$ cat config.mk
export PLATFORM = sky130hd
export DESIGN_NAME = charcell_shifter
export DESIGN_NICKNAME = d
export VERILOG_FILES = /design/src/rtl/charcell_pkg.sv /design/src/rtl/cc_slot_seq.sv /design/src/rtl/cc_addr_gen.sv /design/src/rtl/cc_pix_shift.sv /design/src/rtl/charcell_shifter.sv
export SDC_FILE = /design/constraint.sdc
export NUM_CORES = 1
export LEC_CHECK = 0
export BUFFER_PORTS_ARGS = -buffer_cell sky130_fd_sc_hd__clkbuf_2
export CORE_MARGIN = 2
export CORE_UTILIZATION = 55
export DETAILED_ROUTE_END_ITERATION = 10
export MAX_ROUTING_LAYER = met4
export PLACE_DENSITY_LB_ADDON = 0.1
export SLEW_MARGIN = 20
export SYNTH_ARGS = -nofsm -noshare
export SYNTH_HDL_FRONTEND = slang
export SYNTH_SLANG_ARGS = --single-unit
$ cat constraint.sdc
create_clock -name clk -period 3.2 [get_ports clk]
set_input_delay 0.64 -clock clk [delete_from_list [all_inputs] [get_ports clk]]
set_output_delay 0.64 -clock clk [all_outputs]
set_load 0.01 [all_outputs]
$ cat src/rtl/charcell_pkg.sv
package charcell_pkg;

   // Which of the two reads a cell is doing on the shared port.
   typedef enum logic [1:0] {
      ST_CODE_RD = 2'd0,
      ST_FONT_RD = 2'd1,
      ST_QUIET   = 2'd2
   } cc_step_e;

endpackage

$ cat src/rtl/cc_slot_seq.sv
module cc_slot_seq
   import charcell_pkg::*;
#(
   parameter int PIX     = 8,
   parameter int CS_CLKS = 4,
   localparam int PW     = $clog2(PIX)
) (
   input  logic     clk,
   input  logic     rst_n,
   input  logic     act,
   output cc_step_e step,
   output logic     cs,
   output logic     cap_code,
   output logic     cap_bits,
   output logic     load
);

   logic [PW-1:0] ph;

   // Phase counter: held at 0 outside the window, wraps every cell.
   always_ff @(posedge clk or negedge rst_n) begin
      if (!rst_n)                    ph <= '0;
      else if (!act)                 ph <= '0;
      else if (ph == PW'(PIX - 1))   ph <= '0;
      else                           ph <= ph + PW'(1);
   end

   always_comb begin
      if (ph < PW'(2))               step = ST_CODE_RD;
      else if (ph < PW'(CS_CLKS))    step = ST_FONT_RD;
      else                           step = ST_QUIET;
   end

   assign cs       = act && (ph < PW'(CS_CLKS));
   assign cap_code = act && (ph == PW'(1));
   assign cap_bits = act && (ph == PW'(3));
   assign load     = act && (ph == PW'(PIX - 1));

endmodule

$ cat src/rtl/cc_addr_gen.sv
module cc_addr_gen
   import charcell_pkg::*;
#(
   parameter int COLS      = 32,
   parameter int DW        = 8,
   parameter int AW        = 11,
   parameter int FONT_BASE = 1024,
   parameter int CW        = 5,
   parameter int RW        = 5,
   parameter int LW        = 3
) (
   input  logic          clk,
   input  logic          rst_n,
   input  cc_step_e      step,
   input  logic          cap_code,
   input  logic [CW-1:0] col,
   input  logic [RW-1:0] row,
   input  logic [LW-1:0] line,
   input  logic [DW-1:0] rd_data,
   output logic [AW-1:0] addr,
   output logic          code_inv
);

   logic [DW-1:0] code_q;
   logic [AW-1:0] code_addr;
   logic [AW-1:0] font_addr;

   always_ff @(posedge clk or negedge rst_n) begin
      if (!rst_n)        code_q <= '0;
      else if (cap_code) code_q <= rd_data;
   end

   assign code_addr = AW'(row) * AW'(COLS) + AW'(col);
   assign font_addr = AW'(FONT_BASE) + AW'({code_q[DW-2:0], line});
   assign code_inv  = code_q[DW-1];

   always_comb begin
      case (step)
         ST_CODE_RD: addr = code_addr;
         ST_FONT_RD: addr = font_addr;
         default:    addr = font_addr;
      endcase
   end

endmodule

$ cat src/rtl/cc_pix_shift.sv
module cc_pix_shift #(
   parameter int DW        = 8,
   parameter bit MSB_FIRST = 1'b1,
   localparam int CNTW     = $clog2(DW + 1)
) (
   input  logic          clk,
   input  logic          rst_n,
   input  logic          cap_bits,
   input  logic          load,
   input  logic          code_inv,
   input  logic [DW-1:0] rd_data,
   output logic          vid_px,
   output logic          inv_flag
);

   logic [DW-1:0]   bits_q;
   logic            inv_pend;
   logic [DW-1:0]   sh;
   logic [DW-1:0]   sh_next;
   logic            out_bit;
   logic            inv_lat;
   logic [CNTW-1:0] ocnt;

   generate
      if (MSB_FIRST) begin : g_msb
         assign out_bit = sh[DW-1];
         assign sh_next = {sh[DW-2:0], 1'b0};
      end else begin : g_lsb
         assign out_bit = sh[0];
         assign sh_next = {1'b0, sh[DW-1:1]};
      end
   endgenerate

   // Holding stage: font byte and inverse bit wait here until the cell ends.
   always_ff @(posedge clk or negedge rst_n) begin
      if (!rst_n) begin
         bits_q   <= '0;
         inv_pend <= 1'b0;
      end else if (cap_bits) begin
         bits_q   <= rd_data;
         inv_pend <= code_inv;
      end
   end

   // Output stage: gapless reload, cleared when the last column drains.
   always_ff @(posedge clk or negedge rst_n) begin
      if (!rst_n) begin
         sh      <= '0;
         inv_lat <= 1'b0;
         ocnt    <= '0;
      end else if (load) begin
         sh      <= bits_q;
         inv_lat <= inv_pend;
         ocnt    <= CNTW'(DW);
      end else if (ocnt == CNTW'(1)) begin
         sh      <= '0;
         inv_lat <= 1'b0;
         ocnt    <= '0;
      end else if (ocnt != '0) begin
         sh      <= sh_next;
         ocnt    <= ocnt - CNTW'(1);
      end
   end

   assign vid_px   = (ocnt != '0) && (out_bit ^ inv_lat);
   assign inv_flag = inv_lat;

endmodule

$ cat src/rtl/charcell_shifter.sv
module charcell_shifter
   import charcell_pkg::*;
#(
   parameter int COLS      = 32,
   parameter int ROWS      = 24,
   parameter int LINES     = 8,
   parameter int DW        = 8,
   parameter int AW        = 11,
   parameter int FONT_BASE = 1024,
   parameter int CS_CLKS   = 4,
   parameter bit MSB_FIRST = 1'b1,
   localparam int CW       = $clog2(COLS),
   localparam int RW       = $clog2(ROWS),
   localparam int LW       = $clog2(LINES)
) (
   input  logic          clk,
   input  logic          rst_n,
   input  logic          disp_act,
   input  logic [CW-1:0] col,
   input  logic [RW-1:0] row,
   input  logic [LW-1:0] line,
   output logic [AW-1:0] vram_addr,
   output logic          vram_cs,
   input  logic [DW-1:0] vram_rd_data,
   output logic          vid_px,
   output logic          inv_flag
);

   localparam int PIX = DW;

   generate
      if (CS_CLKS < 4 || CS_CLKS >= PIX) begin : g_bad_cs
         $error("CS_CLKS must cover two reads and leave a quiet clock");
      end
      if ((1 << LW) != LINES) begin : g_bad_lines
         $error("LINES must be a power of two");
      end
      if (ROWS * COLS > FONT_BASE) begin : g_bad_base
         $error("code area overlaps the font area");
      end
      if (FONT_BASE + (1 << (DW - 1)) * LINES > (1 << AW)) begin : g_bad_aw
         $error("font area does not fit the address width");
      end
   endgenerate

   cc_step_e step;
   logic     cap_code;
   logic     cap_bits;
   logic     load;
   logic     code_inv;

   cc_slot_seq #(.PIX(PIX), .CS_CLKS(CS_CLKS)) u_seq (
      .clk      (clk),
      .rst_n    (rst_n),
      .act      (disp_act),
      .step     (step),
      .cs       (vram_cs),
      .cap_code (cap_code),
      .cap_bits (cap_bits),
      .load     (load)
   );

   cc_addr_gen #(
      .COLS(COLS), .DW(DW), .AW(AW), .FONT_BASE(FONT_BASE),
      .CW(CW), .RW(RW), .LW(LW)
   ) u_addr (
      .clk      (clk),
      .rst_n    (rst_n),
      .step     (step),
      .cap_code (cap_code),
      .col      (col),
      .row      (row),
      .line     (line),
      .rd_data  (vram_rd_data),
      .addr     (vram_addr),
      .code_inv (code_inv)
   );

   cc_pix_shift #(.DW(DW), .MSB_FIRST(MSB_FIRST)) u_shift (
      .clk      (clk),
      .rst_n    (rst_n),
      .cap_bits (cap_bits),
      .load     (load),
      .code_inv (code_inv),
      .rd_data  (vram_rd_data),
      .vid_px   (vid_px),
      .inv_flag (inv_flag)
   );

endmodule

==> metrics.yaml <==
avgSynthCellArea_um2: 12.6
nFillCells: 212
avgViaCountPerCell: 5.46
synth_edf_count: 0
fin_nets: 198
power_mw: 1.47
fin_tns_setup_ns: 0
cts_hold_buffers: 0
place_congestion: 0.752
wl_per_cell_um: 14.3
startpoint_type: "flip-flop"
diodes: 0
cts.sinks: 33
die_area_um2: 3360
overflow: 0
hold_class: "in -> async"
syn_area_um2: 1600
dp_hpwl_um: 2070
slew_headroom_pct: 46.3
timing.fmax_ghz: 0.390
worst_slack_ns: 0.639
route.vias.total: 1092
regArea_um2: 826
layout_common_cells: "37 x clkbuf_2, 33 x dfrtp_1, 27 x mux2_2"
fin_crit_ns: 2.56
clock_path_buffers: 2
grt_max_degree: 34
synth-main-ff-cell: "dfrtp_1"
clkLatencyLatePin_ns: 0.33
p_leak_nw: 0.922
dr.pass1.iters: 2
cts_tree: "built"
die_h_um: 57.9
initial_core_util_pct: 58.0
peakVddDrop_uv: 647
ys_seq_area_share_pct: 51.6
ys_ff_latch: 33
postRouteAntennaNets: 0
coreArea_um2: 2760
stdcell_area_um2: 1890
cp.required_ns: 2.56
die-width_um: 57.9
netlist_instances: 127
clk_pin_slew_ns: 0.09
post-cts-setup-buffers: 0
syn_to_final_growth_pct: 18.0
place_ws_ns: 0.945
timing_hold_violations_final: 0
ys_warn_count: 0
r2r_start: "u_seq.ph[0]"
final.period_utilization_pct: 80.0
p_per_area_nw_per_um2: 777
worstSetupEndpointType: "output port"
setup_viol: 0
critPathKind: "reg -> out"
worstSetupStartpoint: "u_seq.ph[2]"
fin_skew_ns: 0.00571
first_global_vias: 1142
multi_input_area_um2: 723
status: "completed"
drt_iter0_markers: 37
ioPinCount: 38
cp.arrival_ns: 1.92
cts_buffers: 5
ys_types: 31
final_common_cell: "clkbuf_2"
rsz0062_at_grt: "false"
cp_max_fo: 11
clock-root-buffer: "clkbuf_4"
io_buffers: 37
worst_pin_slew_ns: 0.806
htree_num_levels: 2
grt_pass1_wl_um: 5080
antenna_found_initial: 0
drv_slew: 0
place_area_um2: 1800
cts-resized-gates: 0
cap_violations: 0
syn_nets: 157
drc_errors: 0
drive_above_1_share_pct: 46.2
rows: 19
grt_use_total_pct: 20.8
wl_um: 2860
synthArstFlopShare_pct: 100
==> critical path, stage by stage, from the launching register on <==
cell and delay [ns]:
dfrtp_1 0.43, nor2_1 0.63, mux2_2 0.41, clkbuf_2 0.13
==> Yosys cell counts, drive strengths merged, types with 2 or more instances <==
cell | number | area, um2
dfrtp | 33 | 826
mux2 | 27 | 304
nand2 | 13 | 51.3
a2bb2oi | 7 | 61.3
o211ai | 7 | 52.6
ha | 6 | 75.1
inv | 6 | 22.5
buf | 4 | 28.8
nor2 | 3 | 11.3
nand3b | 2 | 18.8
nor2b | 2 | 12.5
nor3b | 2 | 20.0
xnor2 | 2 | 17.5
==> logic make-up (layout without fill, tap and decap cells) <==
family / count (synthesis) / in the layout / share of synthesized area [%]
AO/OA/AOI/OAI: 18 / 18 / 9.15
XOR/XNOR: 2 / 2 / 1.09
adder cells (fa/ha/maj): 6 / 6 / 4.69
buffers and inverters: 10 / 52 / 3.21
flip-flops: 33 / 33 / 51.6
multiplexers: 27 / 27 / 19.0
AND/OR/NAND/NOR: 31 / 31 / 11.3
==> flip-flops by register name, summed over array words and instances, names as in the netlist <==
name	flops
u_shift.bits_q	8
u_shift.inv_flag	1
u_shift.inv_pend	1
u_shift.ocnt	4
u_seq.ph	3
u_shift.sh	8
u_addr.code_q	8
==> report_power, final <==
part	internal, mW	leakage [nW]	switching [mW]	total (mW)
Combinational	0.284	0.465	0.206	0.490
Clock	0.187	0.0455	0.136	0.323
Sequential	0.560	0.411	0.0939	0.654
Total	1.03	0.922	0.436	1.47
==> path summary, 6_finish.rpt <==
path,endpoint,slack [ns],cells past startpoint
max,vram_addr[4],0.64,3
min,u_seq.ph[2],0.38,1
max reg2reg,u_shift.sh[5],1.53,5
min reg2reg,u_shift.inv_flag,0.49,2
max in group asynchronous,u_addr.code_q[5],2.31,1
min in group clk,u_shift.inv_flag,0.49,2
==> layout make-up <==
type                            instances  area share (%)
Sequential cell                        33            43.7
Multi-Input combinational cell         84            38.3
Timing Repair Buffer                   38            10.2
Clock buffer                            7            2.92
Tap cell                               31            2.05
Clock inverter                          1            1.59
Inverter                                6            1.19
==> layer usage <==
metal / vias to the layer above / wire, um / track usage, %
li1: 538 / - / -
met1: 523 / 1380 / 26.2
met2: 27 / 1310 / 32.1
met3: 4 / 132 / 6.47
met4: 0 / 38 / 6.98
met5: - / 0 / -
==> stage by stage <==
stage	cells	util, %	hold WS [ns]
3_3_place_gp	192	65.4	0.460
2_1_floorplan	127	-	0.344
4_1_cts	200	68.5	0.401
5_1_grt	200	68.5	0.430
6_report	200	68.5	0.385
3_5_place_dp	192	65.4	0.470
Power figures use the tool's default switching activity.
